`config.mk`:
```
export PLATFORM = sky130hd
export DESIGN_NAME = tdm_sample_delay
export DESIGN_NICKNAME = d
export VERILOG_FILES = /design/src/rtl/psd_pkg.sv /design/src/rtl/psd_frame_timer.sv /design/src/rtl/psd_lane.sv /design/src/rtl/tdm_sample_delay.sv
export SDC_FILE = /design/constraint.sdc
export NUM_CORES = 1
export LEC_CHECK = 0
export ABC_AREA = 1
export BUFFER_PORTS_ARGS = -buffer_cell sky130_fd_sc_hd__buf_2
export CORE_MARGIN = 4
export CORE_UTILIZATION = 30
export CTS_BUF_LIST = sky130_fd_sc_hd__clkbuf_8
export DETAILED_ROUTE_END_ITERATION = 6
export GPL_TIMING_DRIVEN = 0
export HOLD_SLACK_MARGIN = 0.02
export SYNTH_ARGS = -nofsm -noshare
export SYNTH_HDL_FRONTEND = slang
export SYNTH_SLANG_ARGS = --single-unit
```
`constraint.sdc`:
```
create_clock -name clk -period 5.4 [get_ports clk]
set_clock_uncertainty 0.2 [all_clocks]
set_input_delay 0.81 -clock clk [delete_from_list [all_inputs] [get_ports clk]]
set_output_delay 0.81 -clock clk [all_outputs]
set_load 0.02 [all_outputs]
```
`src/rtl/psd_pkg.sv`:
```
// Shared constants and types for the TDM input sampling delay front end.
// Assumes four oversample ticks per bit and eight bits per channel.
package psd_pkg;
    localparam int OSR        = 4;
    localparam int BYTE_BITS  = 8;
    localparam int CODE_W     = 5;
    localparam int SLOT_TICKS = OSR * BYTE_BITS;

    typedef struct packed {
        logic [CODE_W-1:0] code;
        logic              inv;
    } samp_cfg_t;
endpackage

```
`src/rtl/psd_frame_timer.sv`:
```
// Frame tick counter and sampling-instant decoder for one stream group.
// Loads the sampling setting only on the frame-pulse tick. From the effective
// code it derives when to sample, when a byte is complete, and which channel.
// Assumes CHANNELS is a power of two, so the frame wraps by truncation.
module psd_frame_timer
    import psd_pkg::*;
#(
    parameter int                CHANNELS     = 32,
    parameter int                STEP_TICKS   = 1,
    parameter logic [CODE_W-1:0] DEFAULT_CODE = 5'd4
) (
    input  logic                        clk,
    input  logic                        rst_n,
    input  logic                        frame_pulse,
    input  samp_cfg_t                   cfg_in,
    output logic                        samp_en,
    output logic                        byte_done,
    output logic [$clog2(CHANNELS)-1:0] chan,
    output logic                        inv_act
);
    localparam int FRAME_TICKS = CHANNELS * SLOT_TICKS;
    localparam int TICK_W      = $clog2(FRAME_TICKS);
    localparam int CH_W        = $clog2(CHANNELS);
    localparam int OSR_W       = $clog2(OSR);
    localparam int SLOT_W      = $clog2(SLOT_TICKS);

    logic [TICK_W-1:0] tick_q, tick_cur, rel;
    samp_cfg_t         cfg_q, cfg_cur;
    logic [CODE_W-1:0] eff_code;

    // Current tick and setting: the frame pulse forces tick 0 and the new setting.
    always_comb begin
        tick_cur = frame_pulse ? '0 : tick_q;
        cfg_cur  = frame_pulse ? cfg_in : cfg_q;
    end

    // Pick the step size: half-bit steps drop the least significant code bit.
    generate
        if (STEP_TICKS == 2) begin : g_half_bit
            assign eff_code = {cfg_cur.code[CODE_W-1:1], 1'b0};
        end else begin : g_quarter_bit
            assign eff_code = cfg_cur.code;
        end
    endgenerate

    // Position relative to the shifted bit grid; its fields give bit and channel.
    always_comb begin
        rel       = tick_cur + TICK_W'(1) - TICK_W'(eff_code);
        samp_en   = (rel[OSR_W-1:0] == '0);
        byte_done = samp_en && (rel[SLOT_W-1:OSR_W] == '1);
        chan      = rel[TICK_W-1 -: CH_W];
        inv_act   = cfg_cur.inv;
    end

    // Advance the frame tick counter and hold the setting that is in force.
    always_ff @(posedge clk) begin
        if (!rst_n) begin
            tick_q <= '0;
            cfg_q  <= '{code: DEFAULT_CODE, inv: 1'b0};
        end else begin
            tick_q <= tick_cur + TICK_W'(1);
            cfg_q  <= cfg_cur;
        end
    end

    // Samples are one bit apart, except across a frame pulse.
    assert_sample_spacing_R3: assert property (@(posedge clk) disable iff (!rst_n)
        samp_en |=> (frame_pulse || !samp_en));

    // The setting in force changes only on a frame-pulse tick.
    assert_setting_hold_R8: assert property (@(posedge clk) disable iff (!rst_n)
        !frame_pulse |=> $stable(cfg_q));
endmodule

```
`src/rtl/psd_lane.sv`:
```
// One serial stream: applies the group inversion, shifts the sampled bits in
// most significant bit first, and captures a byte when the eighth bit arrives.
// Assumes the sample and byte-complete enables come from the shared frame timer.
module psd_lane
    import psd_pkg::*;
(
    input  logic                 clk,
    input  logic                 rst_n,
    input  logic                 din,
    input  logic                 inv,
    input  logic                 samp_en,
    input  logic                 byte_done,
    output logic [BYTE_BITS-1:0] byte_q
);
    logic [BYTE_BITS-2:0] sr_q;
    logic                 bit_now;

    // Polarity correction of the incoming line.
    assign bit_now = din ^ inv;

    // Shift register for the bits already taken in the current channel.
    always_ff @(posedge clk) begin
        if (!rst_n)       sr_q <= '0;
        else if (samp_en) sr_q <= {sr_q[BYTE_BITS-3:0], bit_now};
    end

    // Byte capture on the final bit of a channel.
    always_ff @(posedge clk) begin
        if (!rst_n)         byte_q <= '0;
        else if (byte_done) byte_q <= {sr_q, bit_now};
    end

    // A byte can complete only on a sampling tick.
    assert_done_on_sample_R5: assert property (@(posedge clk) disable iff (!rst_n)
        byte_done |-> samp_en);
endmodule

```
`src/rtl/tdm_sample_delay.sv`:
```
// Group front end: a single frame timer drives NSTREAMS lanes with the same
// sampling instants. Registers the channel number and the byte strobe.
// Assumes frame_pulse is synchronous to the oversampling clock.
module tdm_sample_delay
    import psd_pkg::*;
#(
    parameter int                NSTREAMS     = 4,
    parameter int                CHANNELS     = 32,
    parameter int                STEP_TICKS   = 1,
    parameter logic [CODE_W-1:0] DEFAULT_CODE = 5'd4
) (
    input  logic                            clk,
    input  logic                            rst_n,
    input  logic                            frame_pulse,
    input  logic [NSTREAMS-1:0]             ser_in,
    input  logic [CODE_W-1:0]               delay_code,
    input  logic                            invert,
    output logic [NSTREAMS*BYTE_BITS-1:0]   ch_data,
    output logic [$clog2(CHANNELS)-1:0]     ch_idx,
    output logic [NSTREAMS-1:0]             byte_vld
);
    localparam int CH_W = $clog2(CHANNELS);

    logic            samp_en, byte_done, inv_act, vld_q;
    logic [CH_W-1:0] chan, idx_q;

    psd_frame_timer #(
        .CHANNELS    (CHANNELS),
        .STEP_TICKS  (STEP_TICKS),
        .DEFAULT_CODE(DEFAULT_CODE)
    ) u_timer (
        .clk        (clk),
        .rst_n      (rst_n),
        .frame_pulse(frame_pulse),
        .cfg_in     ('{code: delay_code, inv: invert}),
        .samp_en    (samp_en),
        .byte_done  (byte_done),
        .chan       (chan),
        .inv_act    (inv_act)
    );

    generate
        for (genvar s = 0; s < NSTREAMS; s++) begin : g_lane
            psd_lane u_lane (
                .clk      (clk),
                .rst_n    (rst_n),
                .din      (ser_in[s]),
                .inv      (inv_act),
                .samp_en  (samp_en),
                .byte_done(byte_done),
                .byte_q   (ch_data[s*BYTE_BITS +: BYTE_BITS])
            );
        end
    endgenerate

    // Strobe and channel number, registered in step with the lane bytes.
    always_ff @(posedge clk) begin
        if (!rst_n) begin
            vld_q <= 1'b0;
            idx_q <= '0;
        end else begin
            vld_q <= byte_done;
            if (byte_done) idx_q <= chan;
        end
    end

    assign byte_vld = {NSTREAMS{vld_q}};
    assign ch_idx   = idx_q;

    // Reset clears every output.
    assert_reset_clear_R1: assert property (@(posedge clk)
        !rst_n |=> (byte_vld == '0 && ch_data == '0 && ch_idx == '0));

    // No two strobes in a row unless a frame pulse realigned the grid.
    assert_single_strobe_R5: assert property (@(posedge clk) disable iff (!rst_n)
        (byte_vld[0] && !frame_pulse) |=> !byte_vld[0]);
endmodule

```
==> run_results.csv <==
group,metric,value,unit
global_routing,grt_antenna_before_repair,0,
route,detailroute.via_count,3283,
timing,setup_tns,0,ns
cells_and_area,diodes,0,
timing,final-max-slew-violation-count,0,
clock_tree,post_cts_resize_count,0,
setup_path,worstSetupPathType,"in -> reg",
route,drtAntennaViolNets,0,
global_routing,grt_pass1_wl,14.7,mm
global_routing,grt_pass1_vias,3160,
power_and_ir_drop,clock_power_share,36.3,%
setup_path,r2r_cells,14,
hold_path,min-delay-start,"g_lane[0].u_lane.byte_q[5]$_SDFFE_PN0P_",
timing,setup_slack,1.85,ns
job,cap_violations,0,
setup_path,crit-reg2reg-launch,"u_timer.tick_q[1]$_SDFF_PN0_",
timing,finalSetupViolCount,0,
setup_path,worstPathArrival,3.59,ns
hold_path,hold-path-endpoint,"g_lane[0].u_lane.byte_q[5]$_SDFFE_PN0P_",
clock_tree,cts_root_buffer,"sky130_fd_sc_hd__clkbuf_8",
hold_path,number_of_cells_on_the_worst_hold_path,2,
clock_tree,cts-root-to-sink-buffers,2,
power_and_ir_drop,sequentialPowerShare,49.1,%
place,dp.cells,685,
power_and_ir_drop,pd_cells,320,mW/mm^2
synth,yosys_register_bits,82,
route,detail_route.wirelength,8.89,mm
synth,syn-mean-instance-area,7.32,um^2
setup_path,setup.worst_path.start_class,"input port",
synth,synth.top_cells.by_area,"sky130_fd_sc_hd__dfxtp_1 46%, sky130_fd_sc_hd__nand2_1 11%, sky130_fd_sc_hd__nand3_1 7.4%",
global_routing,globalRouteTotalUtil,13.6,%
cells_and_area,layout-area-overhead-vs-synth,18.6,%
clock_tree,htree_num_levels,3,
cells_and_area,instances_no_fill,701,
route,drt-pass1-iter-count,5,
setup_path,setup_slack_reg_to_reg,2.30,ns
setup_path,rr_endpoint,"ch_idx[4]$_SDFFE_PN0P_",
route,drc,0,
cells_and_area,final_nets,571,
floorplanning,io_pins,54,
place,final_weighted_congestion_in_routability_driven_placement,0.842,
hold_path,timing.hold.worst.class,"reg -> reg",
synth,yosysUniqueCellTypes,29,
clock_tree,cts_made_buffers,9,
clock_tree,clkSlewWorstSetupHoldPaths,0.08,ns
synth,yosys_warnings,0,
route,route.met3.wl,381,um
power_and_ir_drop,p_comb_share,14.6,%
timing,max_slew.worst_pin.slew,0.703,ns
timing,slew_headroom,51.8,%
synth,synth.net_count,507,
floorplanning,die_w,117,um
route,routedWlPerCell,12.7,um
setup_path,worst_ep_required_time,5.44,ns
synth,sequential_fraction_of_the_synthesis_area,45.9,%
setup_path,worst-path-max-fanout,10,
timing,achievable-frequency,282,MHz
clock_tree,clock-sinks,82,
place,io_buffers,53,
clock_tree,post-cts-setup-buffers,0,
floorplanning,start_util,30.9,%
global_routing,largest_net_degree_at_the_start_of_global_routing,16,
synth,synth.top_cell.area_share,45.9,%
clock_tree,clock_latency,0.35,ns
cells_and_area,drive_gt1_share,17.9,%
route,top_signal_layer_used,"met4",
timing,finalCritPeriodShare,65.7,%
route,wirelength_met1,4.28,mm
synth,netlist_area,0.00358,mm^2
setup_path,cp-end-kind,"flop",
status,run_status,"finished, final reports clean",
place,dpl_worst_slack,1.49,ns
route,drt_iter0_drc,137,
floorplanning,placeableCoreArea,0.0116,mm^2
timing,grt_setup_unrepaired,"false",
synth,synth_area_leader_cell,"sky130_fd_sc_hd__dfxtp_1",
floorplanning,placement_rows,39,
power_and_ir_drop,power.internal,0.000972,W
power_and_ir_drop,vdd_drop_max,0.158,mV
power_and_ir_drop,switching_share_of_total_power,28.5,%
clock_tree,cts_tree,"done",
timing,final_period_minus_worst_setup_slack,3.55,ns
synth,synth_cells,489,
power_and_ir_drop,power.static_leakage,1.99,nW
route,viasPerCell,4.68,
route,routed-wl-met2,4.07,mm
power_and_ir_drop,p_switching,0.000387,W
timing,final-hold-violation-count,0,
floorplanning,height_of_the_chip,117,um
global_routing,globalRouteOverflowTotal,0,
place,place_hpwl,6.70,mm
cells_and_area,utilization,36.7,%
clock_tree,post_cts_hold_buffer_count,0,
floorplanning,total_die_area,0.0137,mm^2
[routing by layer]
layer,global-route usage [%],vias to the layer above
li1,-,1700
met4,5.50,0
met5,0,-
met2,22.4,82
met1,17.8,1488
met3,2.16,13
[registers in the layout, indices dropped and copies added, names as in the netlist]
name / cells
u_timer.tick_q: 10
u_timer.cfg_q: 6
vld_q: 1
g_lane.u_lane.sr_q: 28
g_lane.u_lane.byte_q: 32
ch_idx: 5
[synthesized netlist by cell type, drive strengths merged]
library cell	n
dfxtp	82
o211ai	2
nor2	62
nor3b	1
inv	52
buf	17
a21oi	50
or2	1
nor3	1
nand4	5
nand2	103
o21bai	1
clkbuf	12
xor2	5
ha	4
and3	1
nand3	56
o21ai	31
fa	1
mux2i	2
[cell usage in the layout (no fill, tap or decap)]
master | synthesis | routed
sky130_fd_sc_hd__bufinv_16 | 0 | 2
sky130_fd_sc_hd__nor2_8 | 1 | 1
sky130_fd_sc_hd__nand4_2 | 1 | 1
sky130_fd_sc_hd__clkbuf_8 | 0 | 9
sky130_fd_sc_hd__nand3_1 | 53 | 53
sky130_fd_sc_hd__o21ai_2 | 2 | 2
sky130_fd_sc_hd__nor2_2 | 1 | 1
sky130_fd_sc_hd__buf_4 | 11 | 11
sky130_fd_sc_hd__or2_2 | 1 | 1
sky130_fd_sc_hd__mux2i_1 | 2 | 2
sky130_fd_sc_hd__xor2_1 | 5 | 5
sky130_fd_sc_hd__fa_1 | 1 | 1
sky130_fd_sc_hd__nor3b_1 | 1 | 1
sky130_fd_sc_hd__nor3_1 | 1 | 1
sky130_fd_sc_hd__clkbuf_1 | 12 | 12
sky130_fd_sc_hd__nand3_2 | 3 | 3
sky130_fd_sc_hd__buf_6 | 2 | 2
sky130_fd_sc_hd__nor2_1 | 60 | 60
sky130_fd_sc_hd__nand2_2 | 2 | 2
sky130_fd_sc_hd__dfxtp_1 | 82 | 82
sky130_fd_sc_hd__clkinv_2 | 0 | 1
sky130_fd_sc_hd__a21oi_1 | 50 | 50
sky130_fd_sc_hd__clkinvlp_4 | 0 | 1
sky130_fd_sc_hd__inv_1 | 49 | 49
sky130_fd_sc_hd__ha_1 | 4 | 4
sky130_fd_sc_hd__o211ai_1 | 2 | 2
sky130_fd_sc_hd__nand2_1 | 101 | 101
sky130_fd_sc_hd__inv_6 | 0 | 2
sky130_fd_sc_hd__o21bai_1 | 1 | 1
sky130_fd_sc_hd__and3_1 | 1 | 1
sky130_fd_sc_hd__o21ai_0 | 29 | 29
sky130_fd_sc_hd__inv_2 | 3 | 3
sky130_fd_sc_hd__nand4_1 | 4 | 4
sky130_fd_sc_hd__buf_2 | 4 | 57
sky130_fd_sc_hd__clkinv_4 | 0 | 1
[cells by family (layout without fill, tap and decap cells)]
| group | Yosys count | after routing | synth area share, % |
|---|---|---|---|
| muxes | 2 | 2 | 0.560 |
| and+or+nand+nor | 230 | 230 | 28.0 |
| AOI/OAI and AO/OA | 84 | 84 | 12.2 |
| buffers and inverters | 81 | 150 | 10.2 |
| DFF | 82 | 82 | 45.9 |
| adders and majority gates | 5 | 5 | 1.96 |
| xor gates and xnor gates | 5 | 5 | 1.22 |
[through the flow]
step	power (W)	hold slack (ns)	area, um^2
6_report	0.00136	0.258	4240
5_1_grt	0.00143	0.279	4240
4_1_cts	0.00138	0.261	4240
3_5_place_dp	0.000880	0.247	4020
3_3_place_gp	0.000875	0.246	4020
2_1_floorplan	0.000820	0.244	3580
[power groups by stage]
stage	registers (W)	clock network, W	logic (W)
3_3_place_gp	0.000680	0	0.000195
5_1_grt	0.000673	0.000532	0.000226
2_1_floorplan	0.000683	0	0.000137
4_1_cts	0.000667	0.000509	0.000200
6_report	0.000668	0.000494	0.000198
3_5_place_dp	0.000681	0	0.000199
[how the worst max path moves through the flow]
stage	start	end	slack, ns	depth (start not counted)
after floorplan	frame_pulse	ch_idx[4]$_SDFFE_PN0P_	2.11	14
after CTS	frame_pulse	ch_idx[4]$_SDFFE_PN0P_	1.87	15
final	frame_pulse	ch_idx[4]$_SDFFE_PN0P_	1.85	15
after global routing	frame_pulse	ch_idx[4]$_SDFFE_PN0P_	1.58	15
after global placement	frame_pulse	ch_idx[4]$_SDFFE_PN0P_	1.49	15
after detailed placement	frame_pulse	ch_idx[4]$_SDFFE_PN0P_	1.49	15
[worst max-delay path: stages]
cell,delay (ns)
sky130_fd_sc_hd__buf_2,0.11
sky130_fd_sc_hd__inv_2,0.07
sky130_fd_sc_hd__buf_6,0.15
sky130_fd_sc_hd__or2_2,0.26
sky130_fd_sc_hd__o21ai_0,0.15
sky130_fd_sc_hd__inv_1,0.12
sky130_fd_sc_hd__fa_1,0.54
sky130_fd_sc_hd__nand2_1,0.23
sky130_fd_sc_hd__inv_1,0.21
sky130_fd_sc_hd__nand3_2,0.14
sky130_fd_sc_hd__nor2_8,0.19
sky130_fd_sc_hd__nand3_2,0.18
sky130_fd_sc_hd__buf_4,0.23
sky130_fd_sc_hd__a21oi_1,0.13
sky130_fd_sc_hd__nor2_1,0.05
[area by class of cell]
type                    instances  area, um^2
plain buffers                  29         170
clock buffers                   9         124
clock inverters                 7        98.8
fillers                      1231        7320
inverters                      52         195
multi-input cells             326        1570
flip-flops and latches         82        1640
well taps                     143         179
repair buffers                 53         265
Note: power is estimated with default switching activity, not from simulation.
